===== config.mk =====
export PLATFORM = sky130hd
export DESIGN_NAME = pkt_dram_seq
export DESIGN_NICKNAME = d
export VERILOG_FILES = /design/src/rtl/pkt_dram_seq.sv
export SDC_FILE = /design/constraint.sdc
export NUM_CORES = 2
export LEC_CHECK = 0
export BUFFER_PORTS_ARGS = -buffer_cell sky130_fd_sc_hd__buf_4
export CORE_AREA = 2 2 526 528
export CTS_CLUSTER_DIAMETER = 50
export DETAILED_ROUTE_END_ITERATION = 7
export DIE_AREA = 0 0 528 530
export PLACE_DENSITY_LB_ADDON = 0.1
export SETUP_SLACK_MARGIN = 0.15
export SYNTH_ARGS = -nofsm -noshare
export SYNTH_HDL_FRONTEND = slang
export SYNTH_SLANG_ARGS = --single-unit

===== constraint.sdc =====
create_clock -name clk -period 1.8 [get_ports clk]
set_clock_uncertainty 0.2 [all_clocks]
set_input_delay 0 -clock clk [delete_from_list [all_inputs] [get_ports clk]]
set_output_delay 0 -clock clk [all_outputs]
set_load 0.005 [all_outputs]

===== src/rtl/pkt_dram_seq.sv =====
module pkt_dram_seq #(
  parameter int BANK_W   = 3,
  parameter int ROW_W    = 12,
  parameter int COL_W    = 6,
  parameter int RQ_LINES = 12,
  parameter int RQ_WIN   = 2,
  parameter int DQ_LINES = 16,
  parameter int DQ_WIN   = 16,
  parameter int T_ACT_WR = 1,
  parameter int T_ACT_RD = 5,
  parameter int T_CC     = 2,
  parameter int T_WR_PRE = 11,
  parameter int T_RD_PRE = 3,
  parameter int T_WLAT   = 3,
  parameter int T_RLAT   = 6,
  localparam int RQ_W    = RQ_LINES * RQ_WIN,
  localparam int PKT_W   = DQ_LINES * DQ_WIN
) (
  input  logic              clk,
  input  logic              rst_n,
  input  logic              req_valid,
  output logic              req_ready,
  input  logic              req_write,
  input  logic              req_two,
  input  logic [BANK_W-1:0] req_bank,
  input  logic [ROW_W-1:0]  req_row,
  input  logic [COL_W-1:0]  req_col0,
  input  logic [COL_W-1:0]  req_col1,
  input  logic [PKT_W-1:0]  req_wdata0,
  input  logic [PKT_W-1:0]  req_wdata1,
  output logic              rq_valid,
  output logic [RQ_W-1:0]   rq_pkt,
  output logic              dq_oe,
  output logic [PKT_W-1:0]  dq_out,
  input  logic [PKT_W-1:0]  dq_in,
  output logic              rd_valid,
  output logic [PKT_W-1:0]  rd_data,
  output logic              rd_index,
  output logic              done
);

  localparam int T_ACT_MAX = (T_ACT_RD > T_ACT_WR) ? T_ACT_RD : T_ACT_WR;
  localparam int T_TAIL_W  = (T_WR_PRE > T_WLAT) ? T_WR_PRE : T_WLAT;
  localparam int T_TAIL_R  = (T_RD_PRE > T_RLAT) ? T_RD_PRE : T_RLAT;
  localparam int T_TAIL    = (T_TAIL_W > T_TAIL_R) ? T_TAIL_W : T_TAIL_R;
  localparam int T_MAX     = T_ACT_MAX + T_CC + T_TAIL + 2;
  localparam int CNT_W     = $clog2(T_MAX + 1);
  localparam int ADDR_W    = (ROW_W > COL_W) ? ROW_W : COL_W;
  localparam int OP_LO     = RQ_W - 2;
  localparam int BANK_LO   = OP_LO - BANK_W;

  localparam logic [1:0] OP_PRE = 2'b00;
  localparam logic [1:0] OP_ACT = 2'b01;
  localparam logic [1:0] OP_RD  = 2'b10;
  localparam logic [1:0] OP_WR  = 2'b11;

  logic              busy;
  logic [CNT_W-1:0]  cnt;
  logic              l_wr, l_two;
  logic [BANK_W-1:0] l_bank;
  logic [ROW_W-1:0]  l_row;
  logic [COL_W-1:0]  l_col0, l_col1;
  logic [PKT_W-1:0]  l_wd0, l_wd1;

  logic [CNT_W-1:0]  t_c0, t_c1, t_last, t_pre, t_d0, t_d1, t_dlast, t_end;

  assign t_c0    = CNT_W'(l_wr ? T_ACT_WR : T_ACT_RD);
  assign t_c1    = t_c0 + CNT_W'(T_CC);
  assign t_last  = l_two ? t_c1 : t_c0;
  assign t_pre   = t_last + CNT_W'(l_wr ? T_WR_PRE : T_RD_PRE);
  assign t_d0    = t_c0 + CNT_W'(l_wr ? T_WLAT : T_RLAT);
  assign t_d1    = t_c1 + CNT_W'(l_wr ? T_WLAT : T_RLAT);
  assign t_dlast = l_two ? t_d1 : t_d0;
  assign t_end   = (t_pre > t_dlast) ? t_pre : t_dlast;

  wire accept = req_valid && req_ready;

  always_ff @(posedge clk) begin
    if (!rst_n) begin
      busy   <= 1'b0;
      cnt    <= '0;
      l_wr   <= 1'b0;
      l_two  <= 1'b0;
      l_bank <= '0;
      l_row  <= '0;
      l_col0 <= '0;
      l_col1 <= '0;
      l_wd0  <= '0;
      l_wd1  <= '0;
    end else if (accept) begin
      busy   <= 1'b1;
      cnt    <= '0;
      l_wr   <= req_write;
      l_two  <= req_two;
      l_bank <= req_bank;
      l_row  <= req_row;
      l_col0 <= req_col0;
      l_col1 <= req_col1;
      l_wd0  <= req_wdata0;
      l_wd1  <= req_wdata1;
    end else if (busy) begin
      cnt <= cnt + 1'b1;
      if (cnt == t_end) busy <= 1'b0;
    end
  end

  wire is_act = busy && cnt == '0;
  wire is_c0  = busy && cnt == t_c0;
  wire is_c1  = busy && l_two && cnt == t_c1;
  wire is_pre = busy && cnt == t_pre;
  wire is_d0  = busy && cnt == t_d0;
  wire is_d1  = busy && l_two && cnt == t_d1;

  logic [1:0]        op;
  logic [ADDR_W-1:0] addr;

  always_comb begin
    op   = OP_PRE;
    addr = '0;
    if (is_act) begin
      op   = OP_ACT;
      addr = ADDR_W'(l_row);
    end else if (is_c0 || is_c1) begin
      op   = l_wr ? OP_WR : OP_RD;
      addr = ADDR_W'(is_c1 ? l_col1 : l_col0);
    end
  end

  assign req_ready = !busy;
  assign rq_valid  = is_act || is_c0 || is_c1 || is_pre;

  always_comb begin
    rq_pkt = '0;
    if (rq_valid) begin
      rq_pkt[RQ_W-1:OP_LO]       = op;
      rq_pkt[OP_LO-1:BANK_LO]    = l_bank;
      rq_pkt[ADDR_W-1:0]         = addr;
    end
  end

  assign dq_oe    = l_wr && (is_d0 || is_d1);
  assign dq_out   = !dq_oe ? '0 : (is_d1 ? l_wd1 : l_wd0);
  assign rd_valid = !l_wr && (is_d0 || is_d1);
  assign rd_data  = rd_valid ? dq_in : '0;
  assign rd_index = rd_valid && is_d1;
  assign done     = busy && cnt == t_end;


  one_pkt_chk: assert property (@(posedge clk) disable iff (!rst_n)
    $onehot0({is_act, is_c0, is_c1, is_pre}));


  ready_drop_chk: assert property (@(posedge clk) disable iff (!rst_n)
    accept |=> !req_ready);


  done_ready_chk: assert property (@(posedge clk) disable iff (!rst_n)
    done |=> req_ready && !done);


  dq_dir_chk: assert property (@(posedge clk) disable iff (!rst_n)
    !(dq_oe && rd_valid));


  act_busy_chk: assert property (@(posedge clk) disable iff (!rst_n)
    (rq_valid && rq_pkt[RQ_W-1:OP_LO] == OP_ACT) |-> !req_ready);


  hold_chk: assert property (@(posedge clk) disable iff (!rst_n)
    (busy && !done) |=> $stable(l_bank) && $stable(l_wr));

endmodule


==> impl_metrics.tcl <==
set metrics [dict create \
    grt_pass1_vias 35677 \
    global_route.usage.met3_pct 4.00 \
    floorplan.io_pins 1342 \
    regToRegEndpoint "busy" \
    post_route_cells_drive_above_1_share_pct 33.4 \
    fin_area_um2 60300 \
    final_min_period_over_clock_period_pct 159 \
    critical_path.endpoint "dq_out[75]" \
    critical_path_required_ns 1.60 \
    max_slew.worst_pin.slew_ns 0.687 \
    insertion_delay_ns 0.74 \
    clk_pin_slew_ns 0.05 \
    gr-usage-met1_pct 15.1 \
    number_of_flops_mapped_to_enable_cells_by_yosys 0 \
    die_height_um 530 \
    dp_cells 8485 \
    final-hold-violation-count 0 \
    place.gp.congestion 0.807 \
    crit_path_start_kind "flop" \
    gr-total-overflow 0 \
    hold_slack_ns 0.0473 \
    synthesis.area_um2 25900 \
    detailedRoute.firstPassIterationCount 5 \
    synth-compound-area-share_pct 21.1 \
    netlist_top_cells_area "sky130_fd_sc_hd__dfxtp_1 (42%), sky130_fd_sc_hd__nand2_1 (23%), sky130_fd_sc_hd__a21boi_0 (16%), sky130_fd_sc_hd__and2_1 (6.3%), sky130_fd_sc_hd__a21oi_1 (5.0%)" \
    worst_setup_path_startpoint "cnt[3]" \
    fraction_of_registers_with_async_set_reset_pct 0 \
    portion_of_synthesized_cell_area_occupied_by_the_leading_cell_type_pct 42.2 \
    gr-usage-all-layers_pct 14.5 \
    timing.setup.tns_ns -494.37 \
    power.ir.vdd_worst_mv 0.779 \
    worst-r2r-cell-count 7 \
    n_fill_cell 30851 \
    power.leakage_nw 24.7 \
    finalPower_mw 43.5 \
    nNetsFinal 6953 \
    synth-adder-area-share_pct 0.290 \
    run_status "finished with violations" \
    maxCapViolCount 0 \
    clock-root-buffer "sky130_fd_sc_hd__clkbuf_16" \
    setup-violations-final 539 \
    die_area_um2 280000 \
    pwr_density_cell_nw_per_um2 721 \
    detailedPlacementHpwl_um 165000 \
    postSynthCellCount 3598 \
    initialDrtViolationCount 1105 \
    timing.final.crit_period_ns 2.87 \
    post_route_drc_violation_count 0 \
    worst-path-max-fanout 20 \
    postLayoutCoreUtil_pct 21.9 \
    post-place-ws_ns -0.694 \
    cts_tree "done" \
    synthSimpleGateAreaFrac_pct 30.3 \
    std_cell_rows 193 \
    antenna_violations_before_repair 92 \
    postPlaceCellArea_um2 42400 \
    cts.htree.levels 3 \
    grt_first_pass_wirelength_um 287000 \
    synthesis.yosys.warnings 0 \
    routedWlPerCell_um 21.7 \
    max_clock_freq_mhz 349 \
    numPortBuffers 1334 \
    busiest_layer "met2" \
    worstReg2RegStart "l_two" \
    slew_violations 0 \
    syn2layout_area_growth_pct 133 \
    vias_per_cell 3.49 \
    yosys.area.top_type "sky130_fd_sc_hd__dfxtp_1" \
    synth_cell_type_count 37 \
    synth.yosys.seq_area_share_pct 42.2 \
    rsz_0062_raised_after_global_routing "yes" \
    yosys-mux-area-fraction_pct 0.270 \
    number_of_clock_buffers_inserted_by_tritoncts 120 \
    fp.coreArea_um2 275000 \
    grt.met2_usage_pct 27.5 \
    worst_slew_margin_rel_pct 54.0 \
    layoutNonFillerInstCount 9892 \
    violations "setup timing" \
    worst_setup_path_end_kind "output pin" \
    routed_wl_um 215000 \
    die_x_um 528 \
    synth_top_family_by_area "simple AND/OR/NAND/NOR gates" \
    number_of_flip_flops_and_latches_in_the_synthesized_netlist 547 \
    route.antenna.remaining_nets 0 \
    hold_path_class "in2reg" \
    largest_net_degree_at_the_start_of_global_routing 67 \
    critPathArrivalTime_ns 2.67 \
    cts_sinks 547 \
    initial_core_util_pct 9.43 \
    synth_xor_xnor_area_share_pct 0.270 \
    rrSetupSlack_ns -0.07 \
    postSynthAreaPerCell_um2 7.21 \
    cts.path.max_buffers 3 \
    crit_type "reg2out" \
    dr_total_vias 34478 \
    setup_slack_ns -1.07 \
    ys_dominant_reg_cell "sky130_fd_sc_hd__dfxtp_1" \
]
==> layout by cell type, fill, tap and decap left out, drive strengths merged, types with 5 or more instances in the layout <==
cell	netlist	final
a21boi	541	541
a21oi	260	260
and2	262	262
buf	148	1626
bufbuf	0	5
bufinv	0	18
clkbuf	159	185
clkinv	0	31
clkinvlp	0	5
conb	1	7
dfxtp	547	547
diode	0	35
dlygate4sd3	0	1080
ha	6	6
inv	9	12
mux2i	7	7
nand2	1606	1606
nor2	8	8
o21ai	8	8
==> layer usage <==
layer / vias up / share of wire (%)
li1: 16701 / -
met3: 317 / 6.2
met1: 16367 / 37
met2: 1019 / 53
met4: 74 / 3.6
met5: - / 0.19
==> worst min path at each step <==
stage	start	to	slack, ns	depth (start not counted)
final	req_wdata0[114]	l_wd0[114]	0.05	4
after floorplan	dq_in[0]	rd_data[0]	-0.09	1
after global placement	req_wdata1[18]	l_wd1[18]	0.06	3
after global routing	rst_n	l_wd0[192]	0.05	3
after CTS	req_wdata1[246]	l_wd1[246]	0.005	4
after detailed placement	req_wdata1[50]	l_wd1[50]	0.07	3
==> flip-flops by register name (all words and copies together), names as in the netlist <==
| register | count |
|---|---|
| l_wd0 | 256 |
| l_wd1 | 256 |
| l_row | 12 |
| l_col0 | 6 |
| l_col1 | 6 |
| cnt | 5 |
| l_bank | 3 |
| busy | 1 |
| l_two | 1 |
| l_wr | 1 |
==> power by group <==
group | total (mW) | internal [mW] | switching (mW)
clock | 23.9 | 15.8 | 8.11
sequential | 13.3 | 12.8 | 0.422
combinational | 6.25 | 3.72 | 2.53
==> repair_timing <==
item | CTS | global route
endpoints found under the setup margin | 1074 | 1078
hold buffers | 1080 | 0
setup buffers | 17 | 14
hold endpoints to repair | 547 | 0
gates cloned | 18 | 18
resized for setup | 138 | 218
pin swaps | 24 | 35
==> final cells by class <==
cell class | count | area [um2] | share of cell area, %
Clock buffer | 168 | 3440 | 5.71
Antenna cell | 35 | 87.6 | 0.145
Clock inverter | 57 | 886 | 1.47
Tap cell | 3607 | 4510 | 7.49
Multi-Input combinational cell | 2741 | 14600 | 24.3
Inverter | 9 | 36.3 | 0.0602
Timing Repair Buffer | 2728 | 25700 | 42.7
Sequential cell | 547 | 11000 | 18.2
==> critical path: stages (launching register included) <==
cell and delay, ns:
sky130_fd_sc_hd__dfxtp_2 0.32, sky130_fd_sc_hd__and4bb_2 0.34, sky130_fd_sc_hd__o2111a_2 0.25, sky130_fd_sc_hd__buf_12 0.18, sky130_fd_sc_hd__buf_16 0.21, sky130_fd_sc_hd__buf_12 0.19
sky130_fd_sc_hd__nand2_1 0.08, sky130_fd_sc_hd__a21oi_1 0.18, sky130_fd_sc_hd__buf_4 0.15
==> synthesized netlist by cell type, types with 4 or more instances <==
cell type and instances:
sky130_fd_sc_hd__nor2b_1 4, sky130_fd_sc_hd__a21oi_1 259, sky130_fd_sc_hd__dfxtp_1 547, sky130_fd_sc_hd__buf_4 19, sky130_fd_sc_hd__inv_1 9, sky130_fd_sc_hd__mux2i_1 7, sky130_fd_sc_hd__nand4_1 4, sky130_fd_sc_hd__and2_1 262
sky130_fd_sc_hd__xor2_1 4, sky130_fd_sc_hd__nor2_1 8, sky130_fd_sc_hd__ha_1 6, sky130_fd_sc_hd__o21ai_0 8, sky130_fd_sc_hd__a21boi_0 541, sky130_fd_sc_hd__buf_2 123, sky130_fd_sc_hd__xnor2_1 4, sky130_fd_sc_hd__nand2_1 1606
sky130_fd_sc_hd__clkbuf_2 24, sky130_fd_sc_hd__buf_1 6, sky130_fd_sc_hd__clkbuf_1 135
==> logic make-up after synthesis <==
logic type	count (synthesis)
AND/OR/NAND/NOR	1899
other	1
buffers and inverters	316
flip-flops	547
XOR/XNOR	8
adder cells (fa/ha/maj)	6
multiplexers	7
AO/OA/AOI/OAI	814
(Power assumes the default switching activity.)
